`config.mk`:
```
export PLATFORM = sky130hd
export DESIGN_NAME = dbgreg_access
export DESIGN_NICKNAME = d
export VERILOG_FILES = /design/src/rtl/dbgreg_pkg.sv /design/src/rtl/dbgreg_decode.sv /design/src/rtl/dbgreg_ctrl_update.sv /design/src/rtl/dbgreg_addr_bank.sv /design/src/rtl/dbgreg_access.sv
export SDC_FILE = /design/constraint.sdc
export NUM_CORES = 1
export LEC_CHECK = 0
export ABC_CLOCK_PERIOD_IN_PS = 3800
export BUFFER_PORTS_ARGS = -buffer_cell sky130_fd_sc_hd__buf_2
export CAP_MARGIN = 30
export CORE_MARGIN = 8
export CORE_UTILIZATION = 55
export CTS_BUF_LIST = sky130_fd_sc_hd__clkbuf_16
export CTS_CLUSTER_SIZE = 16
export DETAILED_ROUTE_END_ITERATION = 8
export PLACE_DENSITY = 0.86
export SYNTH_ARGS = -nofsm -noshare
export SYNTH_HDL_FRONTEND = slang
export SYNTH_SLANG_ARGS = --single-unit
```
`constraint.sdc`:
```
create_clock -name clk -period 3.8 [get_ports clk]
set_input_delay 0.76 -clock clk [delete_from_list [all_inputs] [get_ports clk]]
set_output_delay 0.76 -clock clk [all_outputs]
set_load 0.01 [all_outputs]
```
`src/rtl/dbgreg_pkg.sv`:
```
package dbgreg_pkg;

  // Where a request lands after index decoding
  typedef enum logic [1:0] {
    TGT_ADDR = 2'd0,
    TGT_STAT = 2'd1,
    TGT_CTRL = 2'd2,
    TGT_BAD  = 2'd3
  } dbg_tgt_e;

  localparam int IDX_ALIAS_STAT = 4;
  localparam int IDX_ALIAS_CTRL = 5;
  localparam int IDX_STAT       = 6;
  localparam int IDX_CTRL       = 7;

  // Control register layout used by the slot logic
  localparam int        TYPE_LSB     = 16;
  localparam int        SLOT_FIELD_W = 4;
  localparam logic [1:0] TYPE_PORT_IO = 2'b10;

endpackage

```
`src/rtl/dbgreg_decode.sv`:
```
module dbgreg_decode
  import dbgreg_pkg::*;
#(
  parameter int NUM_SLOTS = 4,
  parameter int IDX_W     = 4,
  localparam int SLOT_W   = (NUM_SLOTS > 1) ? $clog2(NUM_SLOTS) : 1
) (
  input  logic [IDX_W-1:0]  idx,
  input  logic              ext_en,
  output dbg_tgt_e          tgt,
  output logic [SLOT_W-1:0] slot
);

  logic [31:0] idx_wide;

  always_comb begin
    idx_wide = 32'(idx);
    tgt      = TGT_BAD;
    slot     = '0;
    if (idx_wide < 32'(NUM_SLOTS)) begin
      tgt  = TGT_ADDR;
      slot = idx[SLOT_W-1:0];
    end else if (idx_wide == 32'(IDX_STAT)) begin
      tgt = TGT_STAT;
    end else if (idx_wide == 32'(IDX_CTRL)) begin
      tgt = TGT_CTRL;
    end else if (idx_wide == 32'(IDX_ALIAS_STAT)) begin
      tgt = ext_en ? TGT_BAD : TGT_STAT;
    end else if (idx_wide == 32'(IDX_ALIAS_CTRL)) begin
      tgt = ext_en ? TGT_BAD : TGT_CTRL;
    end
  end

endmodule

```
`src/rtl/dbgreg_ctrl_update.sv`:
```
module dbgreg_ctrl_update
  import dbgreg_pkg::*;
#(
  parameter int DATA_W    = 32,
  parameter int NUM_SLOTS = 4
) (
  input  logic [DATA_W-1:0]    old_ctrl,
  input  logic [DATA_W-1:0]    new_ctrl,
  output logic [NUM_SLOTS-1:0] reconfig,
  output logic                 io_active
);

  localparam int EN_W = 2 * NUM_SLOTS;

  logic                 high_diff;
  logic [NUM_SLOTS-1:0] io_hit;

  assign high_diff = (old_ctrl[DATA_W-1:EN_W] != new_ctrl[DATA_W-1:EN_W]);

  for (genvar s = 0; s < NUM_SLOTS; s++) begin : g_slot
    logic       old_on;
    logic       new_on;
    logic [1:0] kind;
    assign old_on    = old_ctrl[2*s] | old_ctrl[2*s+1];
    assign new_on    = new_ctrl[2*s] | new_ctrl[2*s+1];
    assign kind      = new_ctrl[TYPE_LSB + SLOT_FIELD_W*s +: 2];
    assign io_hit[s] = new_on && (kind == TYPE_PORT_IO);
    assign reconfig[s] = high_diff | (old_on ^ new_on);
  end

  assign io_active = |io_hit;

endmodule

```
`src/rtl/dbgreg_addr_bank.sv`:
```
module dbgreg_addr_bank #(
  parameter int DATA_W    = 32,
  parameter int NUM_SLOTS = 4,
  localparam int SLOT_W   = (NUM_SLOTS > 1) ? $clog2(NUM_SLOTS) : 1
) (
  input  logic                        clk,
  input  logic                        rst,
  input  logic                        we,
  input  logic [SLOT_W-1:0]           slot,
  input  logic [DATA_W-1:0]           wdata,
  output logic [DATA_W-1:0]           rdata,
  output logic [NUM_SLOTS*DATA_W-1:0] bus
);

  logic [DATA_W-1:0] slot_q [NUM_SLOTS];

  for (genvar s = 0; s < NUM_SLOTS; s++) begin : g_reg
    always_ff @(posedge clk) begin
      if (rst) begin
        slot_q[s] <= '0;
      end else if (we && (32'(slot) == s)) begin
        slot_q[s] <= wdata;
      end
    end
    assign bus[s*DATA_W +: DATA_W] = slot_q[s];
  end

  assign rdata = slot_q[slot];

  // a write lands in the selected slot unchanged
  a_r2_slot_write: assert property (@(posedge clk) disable iff (rst)
    we |=> (slot_q[$past(slot)] == $past(wdata)));

endmodule

```
`src/rtl/dbgreg_access.sv`:
```
module dbgreg_access
  import dbgreg_pkg::*;
#(
  parameter int DATA_W    = 32,
  parameter int NUM_SLOTS = 4,
  parameter int IDX_W     = 4,
  parameter int ERR_W     = 16,
  parameter logic [DATA_W-1:0] STATUS_ONES = 32'hFFFF_0FF0,
  parameter logic [DATA_W-1:0] CTRL_ONES   = 32'h0000_0400,
  localparam int SLOT_W = (NUM_SLOTS > 1) ? $clog2(NUM_SLOTS) : 1
) (
  input  logic                        clk,
  input  logic                        rst,
  input  logic                        req_valid,
  input  logic                        req_write,
  input  logic [IDX_W-1:0]            req_idx,
  input  logic [DATA_W-1:0]           req_wdata,
  input  logic                        dbg_ext_en,
  output logic                        rsp_valid,
  output logic                        rsp_fault,
  output logic [ERR_W-1:0]            rsp_err,
  output logic [DATA_W-1:0]           rsp_rdata,
  output logic [NUM_SLOTS*DATA_W-1:0] addr_bus,
  output logic [DATA_W-1:0]           status_reg,
  output logic [DATA_W-1:0]           ctrl_reg,
  output logic [NUM_SLOTS-1:0]        slot_reconfig,
  output logic                        io_bp_active
);

  dbg_tgt_e             tgt;
  logic [SLOT_W-1:0]    slot;
  logic                 wr;
  logic                 addr_we;
  logic                 stat_we;
  logic                 ctrl_we;
  logic [DATA_W-1:0]    addr_rd;
  logic [DATA_W-1:0]    ctrl_next;
  logic [NUM_SLOTS-1:0] upd_reconfig;
  logic                 upd_io;
  logic [DATA_W-1:0]    status_q;
  logic [DATA_W-1:0]    ctrl_q;

  dbgreg_decode #(.NUM_SLOTS(NUM_SLOTS), .IDX_W(IDX_W)) u_decode (
    .idx    (req_idx),
    .ext_en (dbg_ext_en),
    .tgt    (tgt),
    .slot   (slot)
  );

  assign wr      = req_valid && req_write;
  assign addr_we = wr && (tgt == TGT_ADDR);
  assign stat_we = wr && (tgt == TGT_STAT);
  assign ctrl_we = wr && (tgt == TGT_CTRL);
  assign ctrl_next = req_wdata | CTRL_ONES;

  dbgreg_addr_bank #(.DATA_W(DATA_W), .NUM_SLOTS(NUM_SLOTS)) u_addr (
    .clk   (clk),
    .rst   (rst),
    .we    (addr_we),
    .slot  (slot),
    .wdata (req_wdata),
    .rdata (addr_rd),
    .bus   (addr_bus)
  );

  dbgreg_ctrl_update #(.DATA_W(DATA_W), .NUM_SLOTS(NUM_SLOTS)) u_upd (
    .old_ctrl  (ctrl_q),
    .new_ctrl  (ctrl_next),
    .reconfig  (upd_reconfig),
    .io_active (upd_io)
  );

  always_ff @(posedge clk) begin
    if (rst) begin
      status_q      <= STATUS_ONES;
      ctrl_q        <= CTRL_ONES;
      io_bp_active  <= 1'b0;
      rsp_valid     <= 1'b0;
      rsp_fault     <= 1'b0;
      rsp_rdata     <= '0;
      slot_reconfig <= '0;
    end else begin
      rsp_valid     <= req_valid;
      rsp_fault     <= req_valid && (tgt == TGT_BAD);
      rsp_rdata     <= '0;
      slot_reconfig <= '0;
      if (req_valid && !req_write) begin
        case (tgt)
          TGT_ADDR: rsp_rdata <= addr_rd;
          TGT_STAT: rsp_rdata <= status_q;
          TGT_CTRL: rsp_rdata <= ctrl_q;
          default:  rsp_rdata <= '0;
        endcase
      end
      if (addr_we) begin
        slot_reconfig <= {{(NUM_SLOTS-1){1'b0}}, 1'b1} << slot;
      end
      if (stat_we) begin
        status_q <= req_wdata | STATUS_ONES;
      end
      if (ctrl_we) begin
        ctrl_q        <= ctrl_next;
        slot_reconfig <= upd_reconfig;
        io_bp_active  <= upd_io;
      end
    end
  end

  assign rsp_err    = '0;
  assign status_reg = status_q;
  assign ctrl_reg   = ctrl_q;

  // exactly one response per request, one cycle later
  a_r8_rsp_follows_req: assert property (@(posedge clk) disable iff (rst)
    req_valid |=> rsp_valid);
  a_r8_no_rsp_without_req: assert property (@(posedge clk) disable iff (rst)
    !req_valid |=> !rsp_valid);
  // reserved indices fault while extensions are on
  a_r5_reserved_fault: assert property (@(posedge clk) disable iff (rst)
    (req_valid && dbg_ext_en && (32'(req_idx) == IDX_ALIAS_STAT || 32'(req_idx) == IDX_ALIAS_CTRL))
    |=> rsp_fault);
  // a faulting access leaves status and control untouched
  a_r7_fault_no_change: assert property (@(posedge clk) disable iff (rst)
    rsp_fault |-> (ctrl_q == $past(ctrl_q)) && (status_q == $past(status_q)));
  // control fixed-one bits always present
  a_r4_ctrl_fixed: assert property (@(posedge clk) disable iff (rst)
    (ctrl_reg & CTRL_ONES) == CTRL_ONES);
  // reconfig pulses only after a write
  a_r9_reconfig_after_write: assert property (@(posedge clk) disable iff (rst)
    (|slot_reconfig) |-> $past(wr));
  // the I/O flag moves only on control writes
  a_r11_io_on_ctrl_write: assert property (@(posedge clk) disable iff (rst)
    !$stable(io_bp_active) |-> $past(ctrl_we));

endmodule

```
==> impl_metrics.yaml <==
floorplanning:
  die_w_um: 143.2
  num_rows: 46
  io_pins: 288
  die_h_um: 143.2
  fp.coreArea_um2: 15830
  fp.dieArea_um2: 20500
  initial_utilization_pct: 56.22
critical_path:
  critPathMaxFanout: 21
  r2r-start: "ctrl_reg[30]$_SDFFE_PP0P_"
  crit_type: "in -> reg"
  max_stage_delay_ns: 0.77
  arrival_ns: 3.36
  crit_path_end_kind: "flop"
  cp.required_ns: 4.14
  path_buf_inv: 2
  crit_family: "simple AND/OR/NAND/NOR gates"
  cp_slowest_cell: "ha_1"
  start_kind: "primary input"
  crit_path_cell_trace: "buf_2 -> nor2b_1 -> o21ai_0 -> nand2b_1 -> inv_1 -> ha_1 -> nand3_1 -> mux2i_1 -> nor2_1"
  cp-startpoint: "req_idx[1]"
synth:
  yosysUniqueCellTypes: 41
  synth_area_um2: 8899
  synth-edff-count: 128
  yosysWarningCount: 0
  ys_seq_area_share_pct: 60.74
  synthCells: 776
  ys_async_sr_fraction_pct: 0
  synth.ff_latch_count: 206
  synthFlopType: "edfxtp_1"
  avgSynthCellArea_um2: 11.47
clock_tree:
  path_clk_slew_ns: 0.06
  htreeDepth: 1
  cts-resized-gates: 0
  numCtsBuffers: 21
  cts_tree: "built"
  clk_latency_ns: 0.50
  cts_root_buf: "clkbuf_16"
  clockBufferDepth: 3
  hold_buffers: 0
  cts.sinks: 206
  postCtsSetupRepairBufs: 0
timing:
  final-max-slew-violation-count: 0
  worstMarginPinSlew_ns: 0.9752
  setup_viol: 0
  min_period_ns: 3.018
  slew_headroom_pct: 34.99
  fin_crit_sh_pct: 79.42
  rsz0062_at_grt: "false"
  setup_ws_ns: 0.7819
  hold_viol: 0
  tns_ns: 0
  fin_hold_ws_ns: 0.4588
  skew_ns: 0.01851
  fmax_mhz: 331.3
global_routing:
  grt_max_degree: 67
  antenna_found_initial: 1
  grt_pass1_wl_um: 41630
  grt-ovfl-total: 0
  grt_usage_pct: 26.24
  grt_pass1_vias: 7275
routing:
  viasPerCell: 5.913
  drtAntennaViolNets: 0
  firstDrtPassIters: 8
  drt-total-wl_um: 27820
  wire_per_inst_um: 22.71
  drt_iter0_markers: 809
  drc: 0
  dr_total_vias: 7244
finish:
  largest_reg_flops: 128
  nets: 1038
  layout_commonest_cell: "buf_2"
  final_cell_mix: "buf_2, edfxtp_1, and3_1"
  utilization_pct: 68.05
  syn_to_final_growth_pct: 21.03
  drive_gt1_share_pct: 30.33
  antenna_cells: 0
power:
  p_leak_nw: 4.854
  p_per_area_nw_per_um2: 449.9
  ir_drop_mv: 0.3839
  total_power_mw: 4.846
placement:
  globalplace.congestion: 0.8307
  place_ws_ns: 0.2570
  io_buffers: 246
  dpl.hpwl_um: 18840
min_path:
  hp-class: "reg -> reg"
  hp-start: "io_bp_active$_SDFFE_PP0P_"
job:
  drv_cap: 0
status:
  status: "completed"
==> power breakdown <==
part | internal, mW | total, mW | switching (mW) | leakage, nW
registers | 2.47 | 2.53 | 0.0580 | 1.85
clock network | 0.999 | 1.82 | 0.825 | 0.339
logic | 0.168 | 0.495 | 0.327 | 2.66
total | 3.64 | 4.85 | 1.21 | 4.85
==> per-layer routing <==
metal	track usage, %	routed length (um)
met5	0	13
met4	9.396	855
met3	5.910	3016
met2	45.49	13790
met1	31.29	10140
==> final timing paths <==
| check | to | slack, ns | cells past startpoint |
|---|---|---|---|
| hold / removal | io_bp_active$_SDFFE_PP0P_ | 0.46 | 2 |
| setup reg to reg | slot_reconfig[0]$_SDFF_PP0_ | 1.89 | 5 |
| hold reg to reg | io_bp_active$_SDFFE_PP0P_ | 0.46 | 2 |
| setup / recovery | status_reg[15]$_SDFFE_PP0P_ | 0.78 | 9 |
==> worst reg2reg max path, cell delays in order, from the launching register on <==
cell and delay [ns]:
dfxtp_1 0.35, xor2_1 0.22, nor4_1 0.32, nand4_1 0.16, nor3_1 0.52, a311oi_1 0.17
==> cells by family (layout without fill, tap and decap cells) <==
family	count (synthesis)	count (layout)	synth area share, %
buf+inv	110	304	6.623
xor+xnor	27	27	2.658
mux	8	8	0.8999
simple gates	244	244	15.02
fa+ha+maj	3	3	0.4219
other cells	2	41	0.08440
flops	206	206	60.74
compound gates	176	176	13.55
==> synth_stat cells, types with 2 or more instances <==
| library cell | n | share of area (%) |
|---|---|---|
| clkbuf_1 | 52 | 2.2 |
| xnor2_1 | 19 | 1.9 |
| nand3_1 | 3 | 0.17 |
| nor2_4 | 2 | 0.25 |
| a21boi_1 | 32 | 2.7 |
| and3_2 | 3 | 0.25 |
| inv_1 | 3 | 0.13 |
| nand4_1 | 5 | 0.35 |
| clkbuf_2 | 3 | 0.17 |
| a31o_2 | 3 | 0.30 |
| o22ai_1 | 32 | 2.2 |
| and3_1 | 95 | 6.7 |
| conb_1 | 2 | 0.084 |
| o21ai_0 | 4 | 0.22 |
| ha_1 | 3 | 0.42 |
| buf_2 | 9 | 0.51 |
| nand2b_1 | 3 | 0.21 |
| xor2_1 | 8 | 0.79 |
| nand2_1 | 65 | 2.7 |
| nor3b_1 | 4 | 0.34 |
| buf_4 | 43 | 3.6 |
| and2_1 | 33 | 2.3 |
| a22oi_1 | 8 | 0.67 |
| a21oi_1 | 58 | 3.3 |
| nor2b_1 | 2 | 0.14 |
| dfxtp_1 | 78 | 18 |
| a222oi_1 | 32 | 3.6 |
| nor2_1 | 23 | 0.97 |
| a31oi_1 | 3 | 0.21 |
| mux2i_1 | 8 | 0.90 |
| edfxtp_1 | 128 | 43 |
==> cell type report <==
class / instances / area [um^2]
sequential: 206 / 5405
fill: 1187 / 5057
multi-input combinational: 499 / 3097
timing repair buffer: 263 / 1391
clock buffer: 21 / 525.5
tap: 216 / 270.3
clock inverter: 17 / 70.07
inverter: 3 / 11.26
==> per-stage QoR <==
step	std cells	area, um^2
2_1_floorplan	815	9045
3_3_place_gp	1186	10150
3_5_place_dp	1186	10150
4_1_cts	1224	10740
5_1_grt	1225	10770
6_report	1225	10770
Note: power is estimated with default switching activity, not from simulation.
